<file path="src/rtl/pcm_unpacker_pkg.sv">
package pcm_unpacker_pkg;

  localparam int unsigned SMP_W  = 24;
  localparam int unsigned CONT_B = 4;
  localparam int unsigned MAX_CH = 16;
  localparam int unsigned CH_W   = $clog2(MAX_CH);
  localparam int unsigned CNT_W  = $clog2(MAX_CH + 1);
  localparam int unsigned NB_W   = $clog2(CONT_B + 1);

  typedef struct packed {
    logic             ok;
    logic [NB_W-1:0]  nbytes;
    logic             be;
    logic             uns8;
    logic             dup;
    logic [CNT_W-1:0] nchan;
  } fmt_cfg_t;

  function automatic fmt_cfg_t decode_fmt(input logic [15:0] code);
    fmt_cfg_t   c;
    logic [5:0] f;
    c = '0;
    f = code[5:0];
    if (code[15:8] == 8'h00) begin
      if (code[7:0] <= 8'd10) begin
        c.ok = 1'b1;
        if (code[3:0] < 4'd4) begin
          c.nbytes = NB_W'(code[1:0]) + NB_W'(1);
          c.dup    = 1'b1;
          c.nchan  = CNT_W'(2);
        end else if (code[3:0] < 4'd8) begin
          c.nbytes = NB_W'(code[1:0]) + NB_W'(1);
          c.nchan  = CNT_W'(2);
        end else begin
          c.nbytes = NB_W'(4);
          c.be     = (code[3:0] != 4'd8);
          c.nchan  = (code[3:0] == 4'd10) ? CNT_W'(2) : CNT_W'(1);
        end
        c.uns8 = (c.nbytes == NB_W'(1));
      end else if (code[7:6] != 2'b00 && f >= 6'd4 && f <= 6'd16 && !f[0]) begin
        c.ok     = 1'b1;
        c.nchan  = CNT_W'(f);
        unique case (code[7:6])
          2'b01:   c.nbytes = NB_W'(2);
          2'b11:   c.nbytes = NB_W'(3);
          default: c.nbytes = NB_W'(4);
        endcase
      end
    end
    return c;
  endfunction

endpackage

</file>
<file path="src/rtl/pcm_fmt_reg.sv">
module pcm_fmt_reg
  import pcm_unpacker_pkg::*;
(
  input  logic        clk,
  input  logic        rst_n,
  input  logic        fmt_load,
  input  logic [15:0] fmt_code,
  output fmt_cfg_t    cfg,
  output logic        loaded
);

  fmt_cfg_t cfg_q, cfg_d;
  logic     loaded_q, loaded_d;

  always_comb begin
    cfg_d    = cfg_q;
    loaded_d = loaded_q;
    if (fmt_load) begin
      cfg_d    = decode_fmt(fmt_code);
      loaded_d = 1'b1;
    end
  end

  always_ff @(posedge clk or negedge rst_n) begin
    if (!rst_n) begin
      cfg_q    <= '0;
      loaded_q <= 1'b0;
    end else begin
      cfg_q    <= cfg_d;
      loaded_q <= loaded_d;
    end
  end

  assign cfg    = cfg_q;
  assign loaded = loaded_q;


  fmt_chan_range_chk: assert property (@(posedge clk) disable iff (!rst_n)
    cfg_q.ok |-> (cfg_q.nchan != '0 && cfg_q.nchan <= CNT_W'(MAX_CH)));

endmodule

</file>
<file path="src/rtl/pcm_assembler.sv">
module pcm_assembler #(
  parameter int unsigned SMP_W  = 24,
  parameter int unsigned CONT_B = 4,
  localparam int unsigned CONT_W = 8 * CONT_B,
  localparam int unsigned NB_W   = $clog2(CONT_B + 1)
) (
  input  logic              clk,
  input  logic              rst_n,
  input  logic              clr,
  input  logic              take,
  input  logic [7:0]        byte_in,
  input  logic              ok,
  input  logic [NB_W-1:0]   nbytes,
  input  logic              be,
  input  logic              uns8,
  output logic              complete,
  output logic [SMP_W-1:0]  smp_out
);

  logic [CONT_W-1:0] acc_q, acc_d, full;
  logic [NB_W-1:0]   cnt_q, cnt_d;

  // Little-endian bytes shift in from the top, so a short container ends up
  // left-justified with zero fill and needs no width-dependent alignment.
  always_comb begin
    full     = be ? {acc_q[CONT_W-9:0], byte_in} : {byte_in, acc_q[CONT_W-1:8]};
    complete = (cnt_q == nbytes - NB_W'(1));
    smp_out  = full[CONT_W-1 -: SMP_W] ^ {uns8, {(SMP_W-1){1'b0}}};
  end

  always_comb begin
    acc_d = acc_q;
    cnt_d = cnt_q;
    if (clr) begin
      acc_d = '0;
      cnt_d = '0;
    end else if (take) begin
      if (complete) begin
        acc_d = '0;
        cnt_d = '0;
      end else begin
        acc_d = full;
        cnt_d = cnt_q + NB_W'(1);
      end
    end
  end

  always_ff @(posedge clk or negedge rst_n) begin
    if (!rst_n) begin
      acc_q <= '0;
      cnt_q <= '0;
    end else begin
      acc_q <= acc_d;
      cnt_q <= cnt_d;
    end
  end


  byte_cnt_bound_chk: assert property (@(posedge clk) disable iff (!rst_n)
    ok |-> (cnt_q < nbytes));


  no_take_when_bad_chk: assert property (@(posedge clk) disable iff (!rst_n)
    !ok |-> (cnt_q == '0));

endmodule

</file>
<file path="src/rtl/pcm_emitter.sv">
module pcm_emitter #(
  parameter int unsigned SMP_W = 24,
  parameter int unsigned CH_W  = 4,
  parameter int unsigned CNT_W = 5
) (
  input  logic             clk,
  input  logic             rst_n,
  input  logic             clr,
  input  logic             dup,
  input  logic [CNT_W-1:0] nchan,
  input  logic             load_smp,
  input  logic [SMP_W-1:0] smp_in,
  input  logic             out_ready,
  output logic             out_valid,
  output logic [SMP_W-1:0] out_sample,
  output logic [CH_W-1:0]  out_chan,
  output logic             slot_free
);

  logic             vld_q, vld_d;
  logic [SMP_W-1:0] smp_q, smp_d;
  logic [CH_W-1:0]  chan_q, chan_d;
  logic [CNT_W-1:0] seq_q, seq_d;
  logic             fire, last;

  always_comb begin
    fire      = vld_q & out_ready;
    last      = ~dup | chan_q[0];
    slot_free = ~vld_q | (fire & last);
  end

  always_comb begin
    vld_d  = vld_q;
    smp_d  = smp_q;
    chan_d = chan_q;
    seq_d  = seq_q;
    if (clr) begin
      vld_d  = 1'b0;
      chan_d = '0;
      seq_d  = '0;
    end else if (fire && !last) begin
      chan_d = {{(CH_W-1){1'b0}}, 1'b1};
    end else begin
      if (fire) vld_d = 1'b0;
      if (load_smp) begin
        vld_d = 1'b1;
        smp_d = smp_in;
        if (dup) begin
          chan_d = '0;
        end else begin
          chan_d = seq_q[CH_W-1:0];
          seq_d  = (seq_q == nchan - CNT_W'(1)) ? '0 : seq_q + CNT_W'(1);
        end
      end
    end
  end

  always_ff @(posedge clk or negedge rst_n) begin
    if (!rst_n) begin
      vld_q  <= 1'b0;
      smp_q  <= '0;
      chan_q <= '0;
      seq_q  <= '0;
    end else begin
      vld_q  <= vld_d;
      smp_q  <= smp_d;
      chan_q <= chan_d;
      seq_q  <= seq_d;
    end
  end

  assign out_valid  = vld_q;
  assign out_sample = smp_q;
  assign out_chan   = chan_q;


  stall_hold_chk: assert property (@(posedge clk) disable iff (!rst_n)
    (vld_q && !out_ready && !clr) |=> (vld_q && $stable(smp_q) && $stable(chan_q)));


  dup_second_copy_chk: assert property (@(posedge clk) disable iff (!rst_n)
    (vld_q && out_ready && dup && chan_q == '0 && !clr) |=>
      (vld_q && chan_q == {{(CH_W-1){1'b0}}, 1'b1} && $stable(smp_q)));


  chan_in_range_chk: assert property (@(posedge clk) disable iff (!rst_n)
    vld_q |-> ({1'b0, chan_q} < {1'b0, nchan}));


  no_overwrite_chk: assert property (@(posedge clk) disable iff (!rst_n)
    load_smp |-> slot_free);

endmodule

</file>
<file path="src/rtl/pcm_unpacker.sv">
module pcm_unpacker
  import pcm_unpacker_pkg::*;
(
  input  logic             clk,
  input  logic             rst_n,
  input  logic             fmt_load,
  input  logic [15:0]      fmt_code,
  input  logic             in_valid,
  input  logic [7:0]       in_data,
  output logic             in_ready,
  output logic             out_valid,
  input  logic             out_ready,
  output logic [SMP_W-1:0] out_sample,
  output logic [CH_W-1:0]  out_chan,
  output logic             fmt_err
);

  fmt_cfg_t         cfg;
  logic             loaded;
  logic             complete, slot_free, take;
  logic [SMP_W-1:0] smp_new;

  pcm_fmt_reg u_fmt (
    .clk      (clk),
    .rst_n    (rst_n),
    .fmt_load (fmt_load),
    .fmt_code (fmt_code),
    .cfg      (cfg),
    .loaded   (loaded)
  );

  // A byte that does not finish a sample always fits; a finishing byte
  // waits for the output slot. Bad formats swallow bytes.
  always_comb begin
    in_ready = loaded & (~cfg.ok | ~complete | slot_free);
    take     = in_valid & in_ready & cfg.ok;
    fmt_err  = loaded & ~cfg.ok;
  end

  pcm_assembler #(.SMP_W(SMP_W), .CONT_B(CONT_B)) u_asm (
    .clk      (clk),
    .rst_n    (rst_n),
    .clr      (fmt_load),
    .take     (take),
    .byte_in  (in_data),
    .ok       (cfg.ok),
    .nbytes   (cfg.nbytes),
    .be       (cfg.be),
    .uns8     (cfg.uns8),
    .complete (complete),
    .smp_out  (smp_new)
  );

  pcm_emitter #(.SMP_W(SMP_W), .CH_W(CH_W), .CNT_W(CNT_W)) u_emit (
    .clk        (clk),
    .rst_n      (rst_n),
    .clr        (fmt_load),
    .dup        (cfg.dup),
    .nchan      (cfg.nchan),
    .load_smp   (take & complete),
    .smp_in     (smp_new),
    .out_ready  (out_ready),
    .out_valid  (out_valid),
    .out_sample (out_sample),
    .out_chan   (out_chan),
    .slot_free  (slot_free)
  );


  idle_before_load_chk: assert property (@(posedge clk) disable iff (!rst_n)
    !loaded |-> (!in_ready && !out_valid && !fmt_err));


  err_silent_chk: assert property (@(posedge clk) disable iff (!rst_n)
    fmt_err |-> (!out_valid && in_ready));


  load_clears_chk: assert property (@(posedge clk) disable iff (!rst_n)
    fmt_load |=> !out_valid);

endmodule

</file>
<file path="config.mk">
export PLATFORM = sky130hd
export DESIGN_NAME = pcm_unpacker
export DESIGN_NICKNAME = d
export VERILOG_FILES = /design/src/rtl/pcm_unpacker_pkg.sv /design/src/rtl/pcm_fmt_reg.sv /design/src/rtl/pcm_assembler.sv /design/src/rtl/pcm_emitter.sv /design/src/rtl/pcm_unpacker.sv
export SDC_FILE = /design/constraint.sdc
export NUM_CORES = 1
export LEC_CHECK = 0
export BUFFER_PORTS_ARGS = -buffer_cell sky130_fd_sc_hd__buf_2
export CORE_MARGIN = 1.5
export CORE_UTILIZATION = 33
export DETAILED_ROUTE_END_ITERATION = 7
export PLACE_DENSITY = 0.58
export SETUP_SLACK_MARGIN = 0.5
export SLEW_MARGIN = 40
export SYNTH_ARGS = -nofsm -noshare
export SYNTH_HDL_FRONTEND = slang
export SYNTH_SLANG_ARGS = --single-unit
</file>
<file path="constraint.sdc">
create_clock -name clk -period 2.2 [get_ports clk]
set_input_delay 0.11 -clock clk [delete_from_list [all_inputs] [get_ports clk]]
set_output_delay 0.11 -clock clk [all_outputs]
set_load 0.1 [all_outputs]
</file>
* After elaboration in Yosys (flattened, before gate mapping)
Index checks and enable logic that the tools add are counted.
** Word-level totals
- Register bits :: 82
- Input bits :: 29
- Output and inout bits :: 31
- Logic and storage cells :: 103
** Operators by class
- Add/sub/neg operators :: 5
- $lt $le $gt $ge :: 5
- Equal/unequal tests :: 9
- Muxes and demuxes :: 38
- Bitwise gates (word level) :: 18
- Reduce and logical (&&, ||, !) cells :: 15
** Operator list (count)
- $mux 32 :: 4
- $mux 5 :: 9
- $mux 3 :: 9
- $mux 4 :: 6
- $xor 24x24->24 :: 1
- $mux 12 :: 1
- $le 8x4->1 const B :: 1
- $logic_not 8->1 :: 1
- $and 1x1->1 :: 7
- $mux 1 :: 7
- $ge 6x3->1 const B :: 1
- $le 6x5->1 const B :: 1
- $not 1->1 :: 6
- $pmux 3 s2 :: 1
- $reduce_and 3->1 :: 2
- $reduce_bool 2->1 :: 3
- $reduce_bool 3->1 :: 2
- $add 5x1->5 const B :: 1
- $eq 5x5->1 :: 1
- $sub 5x1->5 const B :: 1
- $eq 4x4->1 const B :: 1
- $logic_and 1x1->1 :: 4
- $lt 4x3->1 const B :: 1
- $lt 4x4->1 const B :: 1
- 13 further kinds :: 18

* Logic depth before layout (Yosys ltp)
- Depth after elaboration :: 12
- Gate-level depth with buffers :: 9
- Gate-level depth less buffers :: 7

* Hierarchy
Synthesis repeated with hierarchy kept, for this count alone.
** Unflattened totals
- Cells, all modules :: 391
- Area, all modules :: 4289.1 µm²
** Modules (own cells, without submodules)
- pcm_assembler :: instances 1, cells each 200, area an instance 2016.9 µm², seq. area each 875.8 µm²
- pcm_emitter :: instances 1, cells each 117, area an instance 1501.4 µm², seq. area each 850.8 µm²
- pcm_fmt_reg :: instances 1, cells each 67, area an instance 720.7 µm², seq. area each 325.3 µm²
- pcm_unpacker :: instances 1, cells each 7, area an instance 50.0 µm², seq. area each 0.0 µm²

* Least setup slack after synthesis
Ideal clock, no wire load.
- Path type :: register to output
- Start point :: register u_emit.chan_q[0] (netlist: u_emit.out_chan[0])
- End point :: output in_ready
- Arrival :: 3411 ps
- Data required time :: 2090 ps
- Path slack :: -1321 ps
- Stages on the path, launching flop included :: 4
- Cells stage by stage :: dfrtp_1 > nand2b_1 > a21oi_1 > a21boi_0
** On the way
- Longest elaborated chain between the ends :: 5
** RTL lines
- from (decl) :: line pcm_emitter.sv:22 : logic [CH_W-1:0] chan_q, chan_d;
- from (signal assigned) :: line pcm_emitter.sv:67 : chan_q <= chan_d;
- $or 1x1->1 :: line pcm_emitter.sv:28 : last = ~dup | chan_q[0];
- $and 1x1->1 :: line pcm_emitter.sv:29 : slot_free = ~vld_q | (fire & last);
- $or 1x1->1 :: line pcm_emitter.sv:29
- $or 1x1->1 :: line pcm_unpacker.sv:35 : in_ready = loaded & (~cfg.ok | ~complete | slot_free);
- $and 1x1->1 :: line pcm_unpacker.sv:35
- to (decl) :: line pcm_unpacker.sv:10 : output logic in_ready,
No other way between the ends.

* Worst setup path in the final report
- Start point :: register u_fmt.cfg_q, in the netlist u_fmt.cfg[9]
- End point :: register u_emit.smp_q[2] (netlist: u_emit.out_sample[2])
** On the way
- Longest elaborated chain between the ends :: 10
** RTL lines
- from (decl) :: line pcm_fmt_reg.sv:12 : fmt_cfg_t cfg_q, cfg_d;
- from (signal assigned) :: line pcm_fmt_reg.sv:29 : cfg_q <= cfg_d;
- $sub 3x1->3 (*) :: line pcm_assembler.sv:27 : complete = (cnt_q == nbytes - NB_W'(1));
- $eq 3x3->1 (*) :: line pcm_assembler.sv:27
- $not 1->1 :: line pcm_unpacker.sv:35
- $or 1x1->1 (2 in a row) :: line pcm_unpacker.sv:35
- $and 1x1->1 :: line pcm_unpacker.sv:35
- $and 1x1->1 (2 in a row) :: line pcm_unpacker.sv:36 : take = in_valid & in_ready & cfg.ok;
- $and 1x1->1 (*) :: line pcm_unpacker.sv:60 : .load_smp (take & complete),
- $reduce_and 3->1 (no line) (*)
- to (signal assigned) :: line pcm_emitter.sv:66 : smp_q <= smp_d;
- to (decl) :: line pcm_emitter.sv:21 : logic [SMP_W-1:0] smp_q, smp_d;
Mark *: on every way between the ends. The rest lies on a longest branch, timed or not.
A chain may end at the register's enable or synchronous reset.

==> results.yml <==
die:
  chipHeight_um: 115
  fp.dieArea_um2: 13200
  ioPinCount: 60
  start_util_pct: 34.2
  core_area_um2: 12100
  row_count: 40
  die_width_um: 115
logic_synthesis:
  warning_count_from_the_yosys_run: 0
  synth_top_flop_cell: "sky130_fd_sc_hd__dfrtp_1"
  synth.distinct_cells: 57
  postSynth.asyncResetShare_pct: 100
  synth_sequential_area_ratio_pct: 49.5
  synth_enable_flop_cells: 0
  synthesis.instances: 390
  synth.cell_area_um2: 4150
  synth_nets: 426
  area_share_of_the_leading_cell_type_in_the_synthesized_netlist_pct: 49.5
  synth_top_cell_by_area: "sky130_fd_sc_hd__dfrtp_1"
  synth.ff_latch_count: 82
  cells_taking_the_most_area_after_synthesis: "sky130_fd_sc_hd__dfrtp_1 50%, sky130_fd_sc_hd__mux2i_1 8.0%, sky130_fd_sc_hd__a31o_2 6.5%"
  mean_instance_size_in_the_synthesized_netlist_um2: 10.6
power:
  pwr-share-comb_pct: 6.4
  power_switching_share_pct: 23.4
  power.ir.vdd_worst_mv: 0.419
  powerDensity_nw_per_um2: 540
  power_report.internal_total_w: 0.00250
  p_sw_w: 0.000763
  sequentialPowerShare_pct: 46.2
  p_leak_nw: 2.67
  clkPwrFrac_pct: 47.5
worst_setup_path:
  worst_setup_path_end_kind: "flop"
  critical_path_required_ns: 2.42
  timing.reg2reg.setup_slack_ns: 0.20
  path_class: "flop to flop"
  critical_path.max_stage_delay_ns: 0.37
  cp_max_fo: 7
  critical-path-top-cell-by-count: "sky130_fd_sc_hd__buf_6"
  worst-r2r-cell-count: 10
  timing.critical_path.slowest_stage_cell: "sky130_fd_sc_hd__dfrtp_1"
  critPathArrivalTime_ns: 2.22
  critical-path-top-delay-family: "buffers and inverters"
  destination_of_the_worst_register_to_register_timing_path: "u_emit.out_sample[2]"
  worst_path_cell_chain: "inv_2 -> ha_4 -> xor3_2 -> buf_6 -> nor4_4 -> nand4_1 -> buf_6 -> clkbuf_16 -> nand2_4 -> o21ai_1"
  startpoint_type: "flop"
  worst_path_bufs_invs: 4
  reg2reg_from: "u_fmt.cfg[9]"
route:
  viasPerCell: 5.46
  met3RoutedLength_um: 680
  firstDrtPassIters: 4
  topRoutingLayerUsed: "met4"
  postRouteWirelength_mm: 12.7
  m1WireLength_mm: 5.28
  route.detailed.drc: 0
  wl_met2_mm: 6.45
  ant_nets: 0
  drt-wirelength-per-cell_um: 19.3
  drt_iter0_markers: 164
  routed-via-count: 3599
hold_path:
  hold_start: "fmt_code[4]"
  hp-class: "primary input to flop"
  worst_hold_path.endpoint: "u_fmt.cfg[4]"
  worstHoldPathCells: 2
grt:
  grt_antenna_before_repair: 1
  grt_max_degree: 47
  first_global_vias: 3454
  grt_total_usage_pct: 17.6
  wire_length_of_the_first_global_routing_pass_mm: 17.9
  gr-total-overflow: 0
timing:
  grt_setup_unrepaired: "yes"
  number_of_hold_violations_in_the_final_report: 0
  final_period_minus_worst_setup_slack_ns: 2.00
  slew-limit-headroom_pct: 65.3
  timing.final.crit_share_pct: 90.8
  setup_viol: 0
  slew_viol_final: 0
  setup_skew_ns: 0.00935
  totalNegativeSetupSlack_ns: 0
  max_freq_mhz: 501
  timing_worst_slew_pin_value_ns: 0.521
  finalWorstSetupSlack_ns: 0.203
layout:
  final_core_utilization_pct: 49.9
  finalNetCount: 522
  final_common_cell: "sky130_fd_sc_hd__dfrtp_1"
  final-instance-count-excl-fill: 659
  layout_common_cells: "79 x sky130_fd_sc_hd__dfrtp_1, 57 x sky130_fd_sc_hd__buf_2, 33 x sky130_fd_sc_hd__mux2i_1"
  final_layout_size_suffix_gt1_share_pct: 48.8
  final_cell_area_um2: 6050
  filler_cell_count: 1081
  area_growth_pct: 45.8
status:
  outcome: "finished, final reports clean"
clock_tree:
  ctsLongestPathBuffers: 2
  cts_root_buf: "sky130_fd_sc_hd__clkbuf_16"
  tritoncts.num_buffers: 9
  clk_latency_ns: 0.35
  htree_num_levels: 3
  cts.sinks: 82
  clk_pin_slew_worst_paths_ns: 0.06
  tritoncts: "yes"
placement:
  detailedPlace.worstSlack_ns: 0.166
  routability_driven_placement_congestion_ratio: 0.820
  dpl.hpwl_mm: 6.47
  numPortBuffers: 59
  dpl-instance-area_um2: 4670
  placed_cells: 604
job:
  drv.max_cap_violation_count: 0
==> synth_stat cells, drive strengths merged, types with 2 or more instances <==
library cell,number
o21ai,29
xnor2,6
a22o,3
a31o,35
o31ai,2
a31oi,2
nand2,35
or2,2
buf,16
nor4,4
nor3,38
nor2b,2
o2bb2ai,2
o32ai,2
nand3,9
xor2,3
nand2b,3
nand3b,2
a21o,4
inv,15
a21oi,6
mux2i,33
or4,2
nor2,8
o221ai,3
dfrtp,82
clkbuf,12
a21boi,4
ha,7
==> what timing repair did <==
action                                  in CTS  in global routing
cloned                                      11                  9
endpoints found under the hold margin       36                  0
hold buffers                                 1                  0
buffers inserted                            11                  7
endpoints found under the setup margin      69                 70
gates resized for setup                     29                 82
pin swaps                                    6                 40
==> kinds of logic (layout without fill, tap and decap cells) <==
kind of cell / count (synthesis) / in the layout / share of synthesized area (%)
flip-flops: 82 / 82 / 49.5
multiplexers: 33 / 33 / 7.97
XOR/XNOR: 10 / 10 / 2.51
adder cells (fa/ha/maj): 7 / 7 / 2.11
AND/OR/NAND/NOR: 113 / 113 / 14.1
buffers and inverters: 43 / 143 / 5.98
AO/OA/AOI/OAI: 102 / 102 / 17.8
other: 0 / 1 / 0
==> worst max-delay path by stage <==
| stage | start | to | slack [ns] | depth (start not counted) |
|---|---|---|---|---|
| 5_1_grt | u_fmt.cfg[8] | u_emit.out_sample[1] | 0.10 | 10 |
| 3_5_place_dp | u_fmt.cfg[8] | u_asm.acc_q[18] | 0.17 | 8 |
| 3_3_place_gp | u_fmt.cfg[8] | u_asm.acc_q[4] | 0.22 | 8 |
| 6_report | u_fmt.cfg[9] | u_emit.out_sample[2] | 0.20 | 10 |
| 4_1_cts | u_fmt.cfg[8] | u_emit.out_sample[21] | 0.19 | 10 |
| 2_1_floorplan | u_fmt.cfg[8] | u_asm.acc_q[12] | 0.21 | 9 |
==> per-layer routing <==
metal / GRT usage [%] / vias up
met3: 4.01 / 23
met1: 21.7 / 1838
met5: 0 / -
li1: - / 1630
met4: 6.17 / 0
met2: 30.6 / 108
==> final cells by class <==
type | instances | area [um^2] | share of cell area (%)
multi-input cells | 265 | 2250 | 37.3
clock inverters | 5 | 62.6 | 1.03
flip-flops and latches | 82 | 2060 | 34.0
clock buffers | 10 | 239 | 3.95
repair buffers | 113 | 1170 | 19.3
diodes | 1 | 2.50 | 0.0414
inverters | 15 | 56.3 | 0.931
well taps | 168 | 210 | 3.48
==> sequential cells by signal, summed over array words and instances, names as in the netlist <==
signal and flops:
u_asm.acc_q 32, u_emit.out_sample 24, u_fmt.cfg 12, u_emit.seq_q 5, u_emit.out_chan 4, u_asm.cnt_q 3, u_emit.out_valid 1, u_fmt.loaded 1
==> power groups by stage <==
stage	combinational, W	clock (W)	sequential (W)
2_1_floorplan	0.0000544	0	0.00154
3_3_place_gp	0.000141	0	0.00154
3_5_place_dp	0.000142	0	0.00154
4_1_cts	0.000182	0.00158	0.00151
5_1_grt	0.000226	0.00164	0.00151
6_report	0.000208	0.00155	0.00151
==> through the flow <==
| step | total power (W) | hold slack (ns) |
|---|---|---|
| floorplan | 0.00159 | -0.186 |
| global placement | 0.00168 | 0.105 |
| detailed placement | 0.00168 | 0.116 |
| CTS | 0.00327 | 0.0338 |
| global route | 0.00337 | 0.0611 |
| finish | 0.00327 | 0.0420 |
No activity file was read; power rests on OpenSTA's default activity.
